--- config.mk ---
export PLATFORM = sky130hd
export DESIGN_NAME = uart_irq_pin_gen
export DESIGN_NICKNAME = d
export VERILOG_FILES = /design/src/rtl/uart_irq_pkg.sv /design/src/rtl/uart_irq_tx_cond.sv /design/src/rtl/uart_irq_rx_timeout.sv /design/src/rtl/uart_irq_rx_cond.sv /design/src/rtl/uart_irq_pin_drv.sv /design/src/rtl/uart_irq_pin_gen.sv
export SDC_FILE = /design/constraint.sdc
export NUM_CORES = 1
export LEC_CHECK = 0
export ABC_CLOCK_PERIOD_IN_PS = 1360
export BUFFER_PORTS_ARGS = -buffer_cell sky130_fd_sc_hd__buf_4
export CELL_PAD_IN_SITES_DETAIL_PLACEMENT = 1
export CELL_PAD_IN_SITES_GLOBAL_PLACEMENT = 2
export CORE_ASPECT_RATIO = 1.75
export CORE_UTILIZATION = 18
export CTS_BUF_LIST = sky130_fd_sc_hd__clkbuf_16
export DETAILED_ROUTE_END_ITERATION = 8
export HOLD_SLACK_MARGIN = 0.05
export PLACE_DENSITY = 0.73
export SYNTH_ARGS = -nofsm -noshare
export SYNTH_HDL_FRONTEND = slang
export SYNTH_SLANG_ARGS = --single-unit
--- constraint.sdc ---
create_clock -name clk -period 1.36 [get_ports clk]
set_clock_uncertainty 0.2 [all_clocks]
set_input_delay 0 -clock clk [delete_from_list [all_inputs] [get_ports clk]]
set_output_delay 0 -clock clk [all_outputs]
set_load 0.005 [all_outputs]
--- src/rtl/uart_irq_pkg.sv ---
// Package uart_irq_pkg
// Shared type for the interrupt pin generator: selects the output signalling style.
package uart_irq_pkg;
    typedef enum logic {
        STYLE_OPEN_DRAIN  = 1'b0,
        STYLE_ACTIVE_HIGH = 1'b1
    } bus_style_e;
endpackage

--- src/rtl/uart_irq_tx_cond.sv ---
// Module uart_irq_tx_cond
// Forms the transmit interrupt condition from the transmit occupancy.
// Assumes tx_count and tx_trig are in the same unit, which is bytes.
module uart_irq_tx_cond #(
    parameter int CNT_W = 6
) (
    input  logic             fifo_en,
    input  logic [CNT_W-1:0] tx_count,
    input  logic [CNT_W-1:0] tx_trig,
    output logic             tx_cond
);
    logic tx_empty;

    // Select holding-register or trigger-level behaviour
    always_comb begin
        tx_empty = (tx_count == '0);
        if (fifo_en) tx_cond = tx_empty || (tx_count < tx_trig);
        else         tx_cond = tx_empty;
    end
endmodule

--- src/rtl/uart_irq_rx_timeout.sv ---
// Module uart_irq_rx_timeout
// Counts character times with no receive FIFO activity while data waits.
// Assumes char_tick, rx_push and rx_pop are single-cycle pulses.
module uart_irq_rx_timeout #(
    parameter int CNT_W         = 6,
    parameter int TIMEOUT_CHARS = 4
) (
    input  logic             clk,
    input  logic             rst_n,
    input  logic             fifo_en,
    input  logic [CNT_W-1:0] rx_count,
    input  logic             char_tick,
    input  logic             rx_push,
    input  logic             rx_pop,
    output logic             rx_tmo
);
    localparam int TMO_W = $clog2(TIMEOUT_CHARS + 1);
    localparam logic [TMO_W-1:0] LIMIT = TMO_W'(TIMEOUT_CHARS);

    logic [TMO_W-1:0] idle_cnt;
    logic             restart;

    // Decide when the idle count must restart
    always_comb restart = !fifo_en || (rx_count == '0) || rx_push || rx_pop;

    // Idle character counter, saturating at the timeout limit
    always_ff @(posedge clk) begin
        if (!rst_n)                             idle_cnt <= '0;
        else if (restart)                       idle_cnt <= '0;
        else if (char_tick && idle_cnt != LIMIT) idle_cnt <= idle_cnt + 1'b1;
    end

    assign rx_tmo = (idle_cnt == LIMIT);
endmodule

--- src/rtl/uart_irq_rx_cond.sv ---
// Module uart_irq_rx_cond
// Forms the receive interrupt condition from the occupancy and the timeout.
// Assumes rx_tmo is only ever set in FIFO mode.
module uart_irq_rx_cond #(
    parameter int CNT_W = 6
) (
    input  logic             fifo_en,
    input  logic [CNT_W-1:0] rx_count,
    input  logic [CNT_W-1:0] rx_trig,
    input  logic             rx_tmo,
    output logic             rx_cond
);
    logic has_data;

    // Select holding-register or trigger-level behaviour
    always_comb begin
        has_data = (rx_count != '0);
        if (fifo_en) rx_cond = (has_data && (rx_count >= rx_trig)) || rx_tmo;
        else         rx_cond = has_data;
    end
endmodule

--- src/rtl/uart_irq_pin_drv.sv ---
// Module uart_irq_pin_drv
// Gates and merges the conditions, then registers them onto the selected output style.
// Assumes mode_sel is static during normal operation.
module uart_irq_pin_drv
    import uart_irq_pkg::*;
(
    input  logic clk,
    input  logic rst_n,
    input  logic mode_sel,
    input  logic tx_ie,
    input  logic rx_ie,
    input  logic tx_cond,
    input  logic rx_cond,
    output logic int_out,
    output logic irq_oe
);
    bus_style_e style;
    logic       req;

    // Merge the enabled conditions into one request
    always_comb begin
        style = bus_style_e'(mode_sel);
        req   = (tx_ie && tx_cond) || (rx_ie && rx_cond);
    end

    // Register the request onto the pin chosen by the style
    always_ff @(posedge clk) begin
        if (!rst_n) begin
            int_out <= 1'b0;
            irq_oe  <= 1'b0;
        end else begin
            int_out <= (style == STYLE_ACTIVE_HIGH) && req;
            irq_oe  <= (style == STYLE_OPEN_DRAIN)  && req;
        end
    end
endmodule

--- src/rtl/uart_irq_pin_gen.sv ---
// Module uart_irq_pin_gen
// Top of the UART interrupt pin generator: transmit/receive conditions,
// receive idle timeout, and the style-dependent output register.
// Assumes all inputs are synchronous to clk.
module uart_irq_pin_gen #(
    parameter int CNT_W         = 6,
    parameter int TIMEOUT_CHARS = 4
) (
    input  logic             clk,
    input  logic             rst_n,
    input  logic             fifo_en,
    input  logic             mode_sel,
    input  logic             tx_ie,
    input  logic             rx_ie,
    input  logic [CNT_W-1:0] tx_count,
    input  logic [CNT_W-1:0] tx_trig,
    input  logic [CNT_W-1:0] rx_count,
    input  logic [CNT_W-1:0] rx_trig,
    input  logic             char_tick,
    input  logic             rx_push,
    input  logic             rx_pop,
    output logic             int_out,
    output logic             irq_oe
);
    logic tx_cond;
    logic rx_cond;
    logic rx_tmo;

    uart_irq_tx_cond #(.CNT_W(CNT_W)) i_tx_cond (
        .fifo_en (fifo_en),
        .tx_count(tx_count),
        .tx_trig (tx_trig),
        .tx_cond (tx_cond)
    );

    uart_irq_rx_timeout #(.CNT_W(CNT_W), .TIMEOUT_CHARS(TIMEOUT_CHARS)) i_rx_tmo (
        .clk      (clk),
        .rst_n    (rst_n),
        .fifo_en  (fifo_en),
        .rx_count (rx_count),
        .char_tick(char_tick),
        .rx_push  (rx_push),
        .rx_pop   (rx_pop),
        .rx_tmo   (rx_tmo)
    );

    uart_irq_rx_cond #(.CNT_W(CNT_W)) i_rx_cond (
        .fifo_en (fifo_en),
        .rx_count(rx_count),
        .rx_trig (rx_trig),
        .rx_tmo  (rx_tmo),
        .rx_cond (rx_cond)
    );

    uart_irq_pin_drv i_pin_drv (
        .clk     (clk),
        .rst_n   (rst_n),
        .mode_sel(mode_sel),
        .tx_ie   (tx_ie),
        .rx_ie   (rx_ie),
        .tx_cond (tx_cond),
        .rx_cond (rx_cond),
        .int_out (int_out),
        .irq_oe  (irq_oe)
    );
endmodule

Yosys cells after proc, flatten, opt, wreduce, memory -nomap -nowiden
Cells that the tools add are included.
{"block": "totals", "romBits": 0, "latch_bits": 0, "inputBits": 33, "out_inout_bits": 2, "register_bits": 5, "ram_bits": 0, "memories": 0}
{"block": "op_classes", "multipliers": 0, "eq_ne": 2, "shift": 0, "div": 0, "bitwise_logic": 2, "n_lt_le_gt_ge": 2, "reduce_logical": 17, "mux": 2, "add_sub_neg": 1}
{"operator": "$logic_not 6->1", "count": 2}
{"operator": "$ge 6x6->1", "count": 1}
{"operator": "$logic_and 1x1->1", "count": 6}
{"operator": "$logic_or 1x1->1", "count": 6}
{"operator": "$lt 6x6->1", "count": 1}
{"operator": "$reduce_bool 6->1", "count": 1}
{"operator": "$add 3x1->3 const B", "count": 1}
{"operator": "$eq 3x3->1 const B", "count": 1}
{"operator": "$ne 3x3->1 const B", "count": 1}
{"operator": "$mux 1", "count": 2}
{"operator": "$not 1->1", "count": 2}
{"operator": "$reduce_or 2->1", "count": 1}
{"operator": "$logic_not 1->1", "count": 1}

Longest topological paths before layout
Gate-level depths: netlist of the first run.
{"block": "depth", "ltp_word": 7, "mapped_depth": 7, "depth_no_buf": 7}

Modules after synthesis
From an unflattened synthesis of the first run, not the netlist that was laid out.
{"block": "hier_totals", "hier_cells": 69, "area_unflattened_um2": 576.8}
{"mod": "uart_irq_rx_timeout", "n_inst": 1, "seq_area_each_um2": 60.1, "area_per_inst_um2": 197.7, "cells_each": 20}
{"mod": "uart_irq_rx_cond", "n_inst": 1, "seq_area_each_um2": 0.0, "area_per_inst_um2": 167.7, "cells_each": 24}
{"mod": "uart_irq_tx_cond", "n_inst": 1, "seq_area_each_um2": 0.0, "area_per_inst_um2": 147.6, "cells_each": 20}
{"mod": "uart_irq_pin_drv", "n_inst": 1, "seq_area_each_um2": 40.0, "area_per_inst_um2": 63.8, "cells_each": 5}

Worst setup path before layout of the first run
No wires, ideal clock.
{"block": "synth_path", "path_kind": "register to register", "from": "register i_rx_tmo.idle_cnt[0]", "to": "register i_pin_drv.irq_oe", "path_stages_with_launch": 8, "setup_ns": 0.070, "path_slack_ns": -0.035, "t_arrival_ns": 1.125, "path_buffers": 0, "required_ns": 1.090, "synth_period_minus_slack_ns": 1.395, "path_cell_list": "dfxtp_1 -> inv_1 -> ha_1 -> nand2_1 -> nand3b_1 -> a21oi_1 -> a211o_1 -> a21oi_1"}
{"block": "synth_between", "elab_chain_len": 6}
{"item": "from (decl)", "line_no": "uart_irq_rx_timeout.sv:20", "text": "logic [TMO_W-1:0] idle_cnt;"}
{"item": "from (signal assigned)", "line_no": "uart_irq_rx_timeout.sv:30", "text": "else if (char_tick && idle_cnt != LIMIT) idle_cnt <= idle_cnt + 1'b1;"}
{"item": "$eq 3x3->1", "line_no": "uart_irq_rx_timeout.sv:33", "text": "assign rx_tmo = (idle_cnt == LIMIT);"}
{"item": "$logic_or 1x1->1", "line_no": "uart_irq_rx_cond.sv:18", "text": "if (fifo_en) rx_cond = (has_data && (rx_count >= rx_trig)) || rx_tmo;"}
{"item": "$mux 1", "line_no": "uart_irq_rx_cond.sv:18"}
{"item": "$logic_and 1x1->1", "line_no": "uart_irq_pin_drv.sv:23", "text": "req = (tx_ie && tx_cond) || (rx_ie && rx_cond);"}
{"item": "$logic_or 1x1->1", "line_no": "uart_irq_pin_drv.sv:23"}
{"item": "$logic_and 1x1->1", "line_no": "uart_irq_pin_drv.sv:33", "text": "irq_oe <= (style == STYLE_OPEN_DRAIN) && req;"}
{"item": "to (signal assigned)", "line_no": "uart_irq_pin_drv.sv:33"}
{"item": "to (decl)", "line_no": "uart_irq_pin_drv.sv:15", "text": "output logic irq_oe"}
No other way between the ends.
A chain may end at the register's enable or synchronous reset.

Worst setup path in the final report of the first run
Ends and elaborated chain as after synthesis.

==> impl_metrics.py, run 1 <==
metrics = {
    "drt": {
        "viasPerCell": 4.62,
        "drt-initial-drc-count": 10,
        "dr.pass1.iters": 6,
        "vias": 688,
        "drc_errors": 6,
        "ant_nets": 0,
        "wire_per_inst_um": 11.6,
        "drt_wl_total_mm": 1.72,
    },
    "global_routing": {
        "grt_pass1_vias": 803,
        "grt.overflow.total": 0,
        "grt_max_degree": 5,
        "antenna_found_initial": 0,
        "grt_pass1_wl_mm": 3.06,
        "track_usage_pct": 12.8,
    },
    "run_status": {
        "outcome": "finished with violations",
        "violations": "design-rule violations, negative setup slack",
    },
    "synth": {
        "syn_area_um2": 538,
        "syn_avg_cell_area_um2": 7.80,
        "yosysTopAreaCellShare_pct": 30.2,
        "synth_xor_area_share_pct": 1.63,
        "synth_top_cell_by_area": "ha_1",
        "synth_cells": 69,
        "ys_top_cells_by_area": "ha_1, dfxtp_1, inv_1",
        "synth_compound_area_share_pct": 17.0,
        "synth_top_family_by_area": "adder cells",
        "yosysWarnings": 0,
        "syn-num-nets": 115,
        "muxShareOfSynthArea_pct": 0,
        "yosys.area_share.simple_pct": 23.5,
        "yosysSeqAreaShare_pct": 18.6,
        "synth_fa_ha_area_share_pct": 30.2,
        "synth_cell_type_count": 24,
        "synth-seq-cells": 5,
    },
    "pwr": {
        "power_switching_mw": 0.174,
        "p_leak_nw": 0.550,
        "power_mw": 0.830,
        "power_density_nw_per_um2": 782,
        "switching_share_pct": 21.0,
        "p_clk_share_pct": 58.3,
        "internal-power_mw": 0.656,
        "ir_drop_mv": 0.517,
        "seqPwrFrac_pct": 18.5,
        "combPwrFrac_pct": 23.2,
    },
    "sta": {
        "finalSetupViolCount": 2,
        "fin_crit_ns": 1.41,
        "worst_slew_pin_slew_ns": 0.224,
        "max_freq_mhz": 712,
        "slew_violations": 0,
        "rsz0062_at_grt": "true",
        "timing.final.crit_share_pct": 103,
        "slew_headroom_pct": 84.9,
        "timing.final.hold_violations": 0,
        "fin_ws_ns": -0.0455,
        "worst_hold_slack_ns": 0.112,
    },
    "clock_tree": {
        "numCtsBuffers": 3,
        "clock_path_buffers": 2,
        "path_clk_slew_ns": 0.03,
        "htree_levels": 1,
        "clk_latency_ns": 0.23,
        "cts_sinks": 5,
        "ctsRootBufferMaster": "clkbuf_16",
        "cts_tree": "built",
    },
    "critical_path": {
        "cp-end-kind": "flip-flop",
        "crit_fanout": 3,
        "cp.arrival_ns": 1.36,
        "worstPathRequired_ns": 1.32,
        "crit_type": "flip-flop to flip-flop",
        "critPathLaunchType": "flip-flop",
    },
    "die": {
        "fp.dieW_um": 43.3,
        "die_area_um2": 3220,
        "io_pins": 35,
        "core_area_um2": 2780,
        "fp.dieH_um": 74.3,
        "initial_core_util_pct": 19.3,
        "num_rows": 25,
    },
    "final_layout": {
        "multi_input_area_um2": 407,
        "antenna_cells": 0,
        "area_growth_pct": 97.2,
        "regArea_um2": 103,
        "fillers": 342,
        "fin_nets": 169,
        "drive_gt1_share_pct": 42.6,
    },
    "worst_hold_path": {
        "worstHoldPathType": "primary input to flip-flop",
    },
    "place": {
        "place_congestion": 0.716,
        "dp_slack_ns": -0.0923,
        "place_hpwl_mm": 1.46,
        "portBuffers": 34,
    },
    "job": {
        "cap_violations": 0,
    },
}
==> metal layers <==
layer / GRT usage, % / vias up / part of all wire (%)
met2: 25.3 / 36 / 55
met5: 0 / - / 0
li1: - / 348 / -
met4: 8.33 / 0 / 2.2
met1: 11.7 / 300 / 37
met3: 1.70 / 4 / 6.3
==> worst max-delay path: stages (launching register included) <==
cell,delay [ns]
dfxtp_2,0.31
inv_2,0.07
ha_4,0.14
nand2_2,0.06
nand3b_1,0.08
a21oi_1,0.04
a211o_1,0.28
a21oi_1,0.15
==> cells in the final DEF (no fill, tap or decap), drive strengths merged, types with 2 or more instances in the layout <==
cell type,instances
inv,14
o211ai,2
buf,40
dlygate4sd3,9
nand3b,2
ha,13
a31oi,2
nand4,2
nand2,7
clkbuf,3
o21ai,2
dfxtp,5
nor3,2
a21oi,6
nor2,3
==> synthesized netlist by cell type (all sizes together) <==
| library cell | count |
|---|---|
| a211o | 1 |
| a21boi | 1 |
| a21o | 1 |
| a21oi | 6 |
| a31oi | 2 |
| and4b | 1 |
| dfxtp | 5 |
| ha | 13 |
| inv | 13 |
| nand2 | 7 |
| nand3 | 1 |
| nand3b | 2 |
| nand4 | 2 |
| nor2 | 3 |
| nor2b | 1 |
| nor3 | 2 |
| nor3b | 1 |
| nor4 | 1 |
| o211ai | 2 |
| o21ai | 2 |
| or4 | 1 |
| xnor2 | 1 |
==> power by group through the flow <==
stage	clock, mW	combinational [mW]	sequential, mW
CTS	0.494	0.196	0.154
global placement	0	0.170	0.156
global route	0.499	0.219	0.154
floorplan	0	0.0663	0.155
detailed placement	0	0.174	0.156
finish	0.484	0.192	0.154
==> metrics by stage <==
step	utilization, %	std cells	area (um2)	setup TNS (ns)
final	38.1	149	1060	-0.0792
after global routing	38.1	149	1060	-0.208
after CTS	38.0	149	1060	-0.109
after detailed placement	31.3	134	872	-0.183
after global placement	31.3	134	872	-0.0989
after floorplan	-	69	553	0
==> layout make-up <==
| cell class | count | share of cell area (%) |
|---|---|---|
| flip-flops and latches | 5 | 9.67 |
| repair buffers | 49 | 36.8 |
| inverters | 13 | 4.60 |
| multi-input cells | 51 | 38.3 |
| clock inverters | 1 | 0.354 |
| well taps | 27 | 3.18 |
| clock buffers | 3 | 7.08 |
==> flip-flops by register name, indices dropped and copies added, names as in the netlist <==
name,flops
i_pin_drv.irq_oe,1
i_pin_drv.int_out,1
i_rx_tmo.idle_cnt,3
==> what timing repair did <==
item	CTS	global route
hold endpoints to repair	5	0
hold buffers	9	0
pin swaps	5	2
endpoints found under the setup margin	2	3
buffers inserted	2	0
resized for setup	2	2
==> cells by family (layout without fill, tap and decap cells) <==
| kind of cell | Yosys count | after routing |
|---|---|---|
| adder cells (fa/ha/maj) | 13 | 13 |
| buffers and inverters | 13 | 66 |
| XOR/XNOR | 1 | 1 |
| flip-flops | 5 | 5 |
| AO/OA/AOI/OAI | 15 | 15 |
| AND/OR/NAND/NOR | 22 | 22 |
==> worst paths after layout <==
kind	from	end	slack (ns)	depth (start not counted)
worst max-delay path	i_rx_tmo.idle_cnt[0]$_SDFFE_PP0P_	i_pin_drv.irq_oe$_SDFF_PN0_	-0.05	7
worst min-delay path	rx_count[1]	i_rx_tmo.idle_cnt[0]$_SDFFE_PP0P_	0.11	5
worst max register to register	i_rx_tmo.idle_cnt[0]$_SDFFE_PP0P_	i_pin_drv.irq_oe$_SDFF_PN0_	-0.05	7
worst min register to register	i_rx_tmo.idle_cnt[1]$_SDFFE_PP0P_	i_rx_tmo.idle_cnt[1]$_SDFFE_PP0P_	0.39	3
Note: power is estimated with default switching activity, not from simulation.
==> run 2: changes to the inputs <==
--- a/config.mk
+++ b/config.mk
@@ -6,4 +6,5 @@
 export NUM_CORES = 1
 export LEC_CHECK = 0
+export ABC_AREA = 0
 export ABC_CLOCK_PERIOD_IN_PS = 1360
 export BUFFER_PORTS_ARGS = -buffer_cell sky130_fd_sc_hd__buf_4
==> constraint.sdc (replaced) <==
create_clock -name clk -period 1.36 [get_ports clk]
set_clock_uncertainty 0.2 [all_clocks]
set_input_delay 0.272 -clock clk [delete_from_list [all_inputs] [get_ports clk]]
set_output_delay 0.272 -clock clk [all_outputs]
set_load 0.005 [all_outputs]
==> run 2 against run 1 <==
Net effect: the flow still finishes with violations (design-rule violations, negative setup slack); count of clock-buffer cells in the layout unchanged; critical endpoint unchanged; sequential power about the same; non-clock buffer count down 3; final cell count down 2.0%; global-route usage up 0.098 points; die area unchanged; critical path type is now primary input to flip-flop; critical path depth unchanged; fmax down 2.6%; clock power about the same; worst hold slack better by 0.057 ns.
==> impl_metrics.py, run 2 (synthesis gave the netlist of run 1 again) <==
metrics = {
    "run_status": {
        "violations": "design-rule violations, negative setup slack",
        "outcome": "finished with violations",
    },
    "sta": {
        "fin_crit_ns": 1.44,
        "finalSetupViolCount": 2,
        "tns_ns": -0.166,
        "worst_slew_pin_slew_ns": 0.255,
        "worst_hold_slack_ns": 0.169,
        "timing.final.hold_violations": 0,
        "max_freq_mhz": 693,
        "timing.final.crit_share_pct": 106,
        "fin_ws_ns": -0.0836,
        "slew_headroom_pct": 82.9,
        "rsz0062_at_grt": "true",
        "slew_violations": 0,
    },
    "die": {
        "core_area_um2": 2780,
        "initial_core_util_pct": 19.3,
        "fp.dieW_um": 43.3,
        "io_pins": 35,
        "die_area_um2": 3220,
        "fp.dieH_um": 74.3,
        "num_rows": 25,
    },
    "drt": {
        "drt_wl_total_mm": 2.01,
        "drt-initial-drc-count": 7,
        "dr.pass1.iters": 6,
        "wire_per_inst_um": 13.8,
        "viasPerCell": 4.77,
        "drc_errors": 5,
        "vias": 696,
        "ant_nets": 0,
    },
    "final_layout": {
        "reg_top3": "i_rx_tmo.idle_cnt x3, i_pin_drv.int_out x1, i_pin_drv.irq_oe x1",
        "final_core_util_pct": 42.7,
        "final_cell_mix": "buf_4, buf_6, ha_4",
        "antenna_cells": 0,
        "drive_gt1_share_pct": 62.2,
        "fin_area_um2": 1190,
        "fin_cells": 146,
        "final_common_cell": "buf_4",
        "area_growth_pct": 121,
        "fillers": 327,
        "fin_nets": 166,
        "largest_register_ffs": 3,
        "largest-register": "i_rx_tmo.idle_cnt",
    },
    "critical_path": {
        "cp-end-kind": "flip-flop",
        "critPathLaunchType": "primary input",
        "crit_fanout": 2,
        "cp.arrival_ns": 1.40,
        "worstPathRequired_ns": 1.32,
        "r2r_cells": 6,
        "reg2reg_slack_ns": -0.08,
        "crit_type": "primary input to flip-flop",
        "reg2reg_to": "i_pin_drv.irq_oe$_SDFF_PN0_",
        "r2r-start": "i_rx_tmo.idle_cnt[0]$_SDFFE_PP0P_",
    },
    "clock_tree": {
        "clk_latency_ns": 0.23,
        "numCtsBuffers": 3,
        "path_clk_slew_ns": 0.03,
        "htree_levels": 1,
        "clock_path_buffers": 2,
        "cts_sinks": 5,
        "cts_tree": "built",
        "ctsRootBufferMaster": "clkbuf_16",
    },
    "global_routing": {
        "grt_pass1_wl_mm": 3.04,
        "grt.overflow.total": 0,
        "antenna_found_initial": 0,
        "grt_pass1_vias": 796,
        "grt_max_degree": 5,
        "track_usage_pct": 12.9,
    },
    "pwr": {
        "p_leak_nw": 0.562,
        "power_mw": 0.879,
        "power_density_nw_per_um2": 739,
        "ir_drop_mv": 0.835,
    },
    "job": {
        "cap_violations": 0,
    },
    "worst_hold_path": {
        "min_from": "char_tick",
        "min_to": "i_rx_tmo.idle_cnt[1]$_SDFFE_PP0P_",
        "worstHoldPathType": "primary input to flip-flop",
        "hold_depth": 3,
    },
    "place": {
        "place_hpwl_mm": 1.67,
        "placed_cells_incl_taps": 138,
        "portBuffers": 34,
        "dp_slack_ns": -0.405,
        "placed_area_um2": 927,
        "place_congestion": 0.685,
    },
}
## run 2: cell count changes in the layout (fill, tap and decap cells not counted), moves of 2 or more
cell / before / now
buf_4: 40 / 35
inv_4: 0 / 5
dlygate4sd3_1: 9 / 1
buf_8: 0 / 2
inv_1: 12 / 6
ha_1: 12 / 6
buf_6: 0 / 8
ha_4: 1 / 7
## run 2: worst max path at each step
| stage | to | from | cells past startpoint |
|---|---|---|---|
| 6_report | i_pin_drv.irq_oe$_SDFF_PN0_ | rx_count[1] | 7 |
| 5_1_grt | i_pin_drv.int_out$_SDFF_PN0_ | tx_count[1] | 7 |
| 4_1_cts | i_pin_drv.irq_oe$_SDFF_PN0_ | i_rx_tmo.idle_cnt[0]$_SDFFE_PP0P_ | 7 |
| 3_5_place_dp | i_pin_drv.irq_oe$_SDFF_PN0_ | rx_trig[2] | 8 |
| 3_3_place_gp | i_pin_drv.irq_oe$_SDFF_PN0_ | rx_trig[2] | 8 |
| 2_1_floorplan | i_pin_drv.int_out$_SDFF_PN0_ | rx_trig[2] | 7 |
## run 2: what timing repair did
item / 4_1_cts / 5_1_grt
gates resized for setup: 12 / 25
buffers inserted: 3 / 1
endpoints found under the hold margin: 1 / 0
pin swaps: 12 / 14
hold buffers: 1 / 0
cloned: 0 / 0
setup endpoints to repair: 4 / 3
## run 2: metal layers
metal  vias to the layer above  global-route usage (%)  share of wire, %
met4                         0                    4.17               1.5
li1                        342                       -                 -
met1                       317                    9.78                29
met3                         4                    2.43               5.3
met5                         -                       0                 0
met2                        33                    29.3                64
## run 2: final cells by class
type	instances	area, um2	share of cell area [%]
clock buffer	3	75.1	6.32
clock inverter	1	3.75	0.316
inverter	13	73.8	6.21
multi-input combinational	51	507	42.6
sequential	5	103	8.63
tap	27	33.8	2.84
timing repair buffer	46	393	33.1
## run 2: worst max-delay path: stages
cell and delay [ns]:
buf_4 0.12, ha_4 0.26, nand2_2 0.05, o21ai_2 0.10, nand4_1 0.10, a211o_1 0.34
a21oi_2 0.15
## run 2: power by group
group	total, mW	switching (mW)	internal [mW]
registers	0.154	0.00173	0.152
clock network	0.481	0.0998	0.381
logic	0.244	0.0943	0.150
==> run 3: changes to the inputs <==
- ABC_CLOCK_PERIOD_IN_PS: 1360 -> 1800
- CORE_UTILIZATION: 18 -> 22
- MAX_ROUTING_LAYER: unset -> met4
- PLACE_DENSITY: 0.73 -> 0.83
- clock period: 1.36 -> 1.8 ns (I/O delays scaled with it)
==> run 3 against run 2 <==
Net effect: the flow now finishes without violations; via count fell by 8.8%; utilization fell by 2.8 points; largest power group unchanged; count of clock-buffer cells in the layout did not move; worst setup slack improved by 0.34 ns.
==> impl_metrics.py, run 3 (synthesis gave the netlist of run 1 again) <==
metrics = {
    "place": {
        "portBuffers": 34,
        "dp_slack_ns": 0.0253,
        "place_hpwl_mm": 1.56,
        "placed_area_um2": 840,
        "place_congestion": 0.705,
    },
    "pwr": {
        "ir_drop_mv": 0.459,
        "power_density_nw_per_um2": 661,
        "power_switching_mw": 0.124,
        "p_clk_share_pct": 58.9,
        "power_mw": 0.607,
        "internal-power_mw": 0.483,
        "switching_share_pct": 20.4,
        "combPwrFrac_pct": 22.1,
        "p_leak_nw": 0.490,
        "seqPwrFrac_pct": 19.0,
    },
    "clock_tree": {
        "numCtsBuffers": 3,
        "cts_tree": "built",
        "cts_hold_buf": 0,
        "htree_levels": 1,
        "cts_resized": 0,
        "cts_sinks": 5,
        "cts_setup_buffers": 0,
        "clk_latency_ns": 0.23,
        "clock_path_buffers": 2,
        "ctsRootBufferMaster": "clkbuf_16",
        "path_clk_slew_ns": 0.03,
    },
    "worst_hold_path": {
        "hold_depth": 2,
        "min_from": "mode_sel",
        "worstHoldPathType": "primary input to flip-flop",
        "min_to": "i_pin_drv.irq_oe$_SDFF_PN0_",
    },
    "final_layout": {
        "area_growth_pct": 70.7,
        "fin_area_um2": 918,
        "regArea_um2": 100,
        "largest_register_ffs": 3,
        "final_core_util_pct": 39.9,
        "multi_input_area_um2": 389,
        "final_cell_mix": "buf_4, inv_1, ha_1",
        "final_common_cell": "buf_4",
        "fillers": 297,
        "largest-register": "i_rx_tmo.idle_cnt",
        "reg_top3": "i_rx_tmo.idle_cnt x3, i_pin_drv.int_out x1, i_pin_drv.irq_oe x1",
        "fin_nets": 156,
        "antenna_cells": 0,
        "drive_gt1_share_pct": 37.6,
    },
    "die": {
        "io_pins": 35,
        "core_area_um2": 2300,
        "num_rows": 23,
        "fp.dieH_um": 67.4,
        "initial_core_util_pct": 23.4,
        "die_area_um2": 2660,
        "fp.dieW_um": 39.4,
    },
    "global_routing": {
        "grt_max_degree": 5,
        "grt_pass1_vias": 722,
        "antenna_found_initial": 0,
        "grt.overflow.total": 0,
        "grt_pass1_wl_mm": 2.74,
        "track_usage_pct": 15.4,
    },
    "sta": {
        "timing.final.crit_share_pct": 85.5,
        "finalSetupViolCount": 0,
        "worst_slew_pin_slew_ns": 0.259,
        "slew_headroom_pct": 82.6,
        "slew_violations": 0,
        "fin_ws_ns": 0.261,
        "rsz0062_at_grt": "false",
        "max_freq_mhz": 650,
        "timing.final.hold_violations": 0,
        "tns_ns": 0,
        "fin_crit_ns": 1.54,
    },
    "run_status": {
        "outcome": "finished, final reports clean",
    },
    "job": {
        "cap_violations": 0,
    },
    "drt": {
        "drt_wl_total_mm": 1.72,
        "viasPerCell": 4.74,
        "drt-initial-drc-count": 3,
        "drc_errors": 0,
        "dr.pass1.iters": 3,
        "ant_nets": 0,
        "vias": 635,
        "wire_per_inst_um": 12.8,
    },
    "critical_path": {
        "reg2reg_slack_ns": 0.27,
        "crit_type": "primary input to flip-flop",
        "cp.arrival_ns": 1.50,
        "cp-end-kind": "flip-flop",
        "r2r_cells": 7,
        "worstPathRequired_ns": 1.76,
        "reg2reg_to": "i_pin_drv.irq_oe$_SDFF_PN0_",
        "crit_fanout": 2,
        "r2r-start": "i_rx_tmo.idle_cnt[0]$_SDFFE_PP0P_",
        "critPathLaunchType": "primary input",
    },
}
[run 3: cell type report]
| class | count | share of cell area, % |
|---|---|---|
| multi-input cells | 51 | 42.4 |
| repair buffers | 36 | 29.4 |
| clock inverters | 1 | 0.409 |
| inverters | 13 | 5.31 |
| clock buffers | 3 | 8.17 |
| flip-flops and latches | 5 | 10.9 |
| well taps | 25 | 3.41 |
[run 3: power groups by stage]
stage | Clock, mW | Combinational, mW | Sequential, mW
after floorplan | 0 | 0.0494 | 0.117
after global placement | 0 | 0.131 | 0.117
after detailed placement | 0 | 0.137 | 0.117
after CTS | 0.364 | 0.137 | 0.116
after global routing | 0.377 | 0.150 | 0.116
final | 0.357 | 0.134 | 0.116
[run 3: per-stage QoR]
stage	hold WS, ns	cells
after floorplan	0.229	69
after global placement	0.266	130
after detailed placement	0.271	130
after CTS	0.0904	134
after global routing	0.0948	134
final	0.0921	134
[run 3: worst max path at each step]
stage	cells past startpoint	to	slack [ns]	startpoint
finish	6	i_pin_drv.irq_oe$_SDFF_PN0_	0.26	tx_count[3]
detailed placement	6	i_pin_drv.irq_oe$_SDFF_PN0_	0.03	tx_count[3]
floorplan	7	i_pin_drv.irq_oe$_SDFF_PN0_	0.25	tx_trig[3]
CTS	7	i_pin_drv.irq_oe$_SDFF_PN0_	0.25	i_rx_tmo.idle_cnt[0]$_SDFFE_PP0P_
global placement	6	i_pin_drv.int_out$_SDFF_PN0_	0.03	tx_count[3]
global route	7	i_pin_drv.irq_oe$_SDFF_PN0_	0.15	i_rx_tmo.idle_cnt[0]$_SDFFE_PP0P_
[run 3: worst max-delay path: stages]
cell      delay, ns
buf_4          0.11
buf_4          0.12
or4_4          0.51
nor3_2         0.11
o211ai_1       0.14
a21oi_1        0.15
[run 3: routing by layer]
metal  vias to the layer above  routed length [um]  global-route usage, %
met5                         -                   0                      -
met4                         0                   0                   2.59
met3                         0                  91                   2.96
met2                        27                1130                   33.3
met1                       287                 498                   11.8
li1                        321                   -                      -
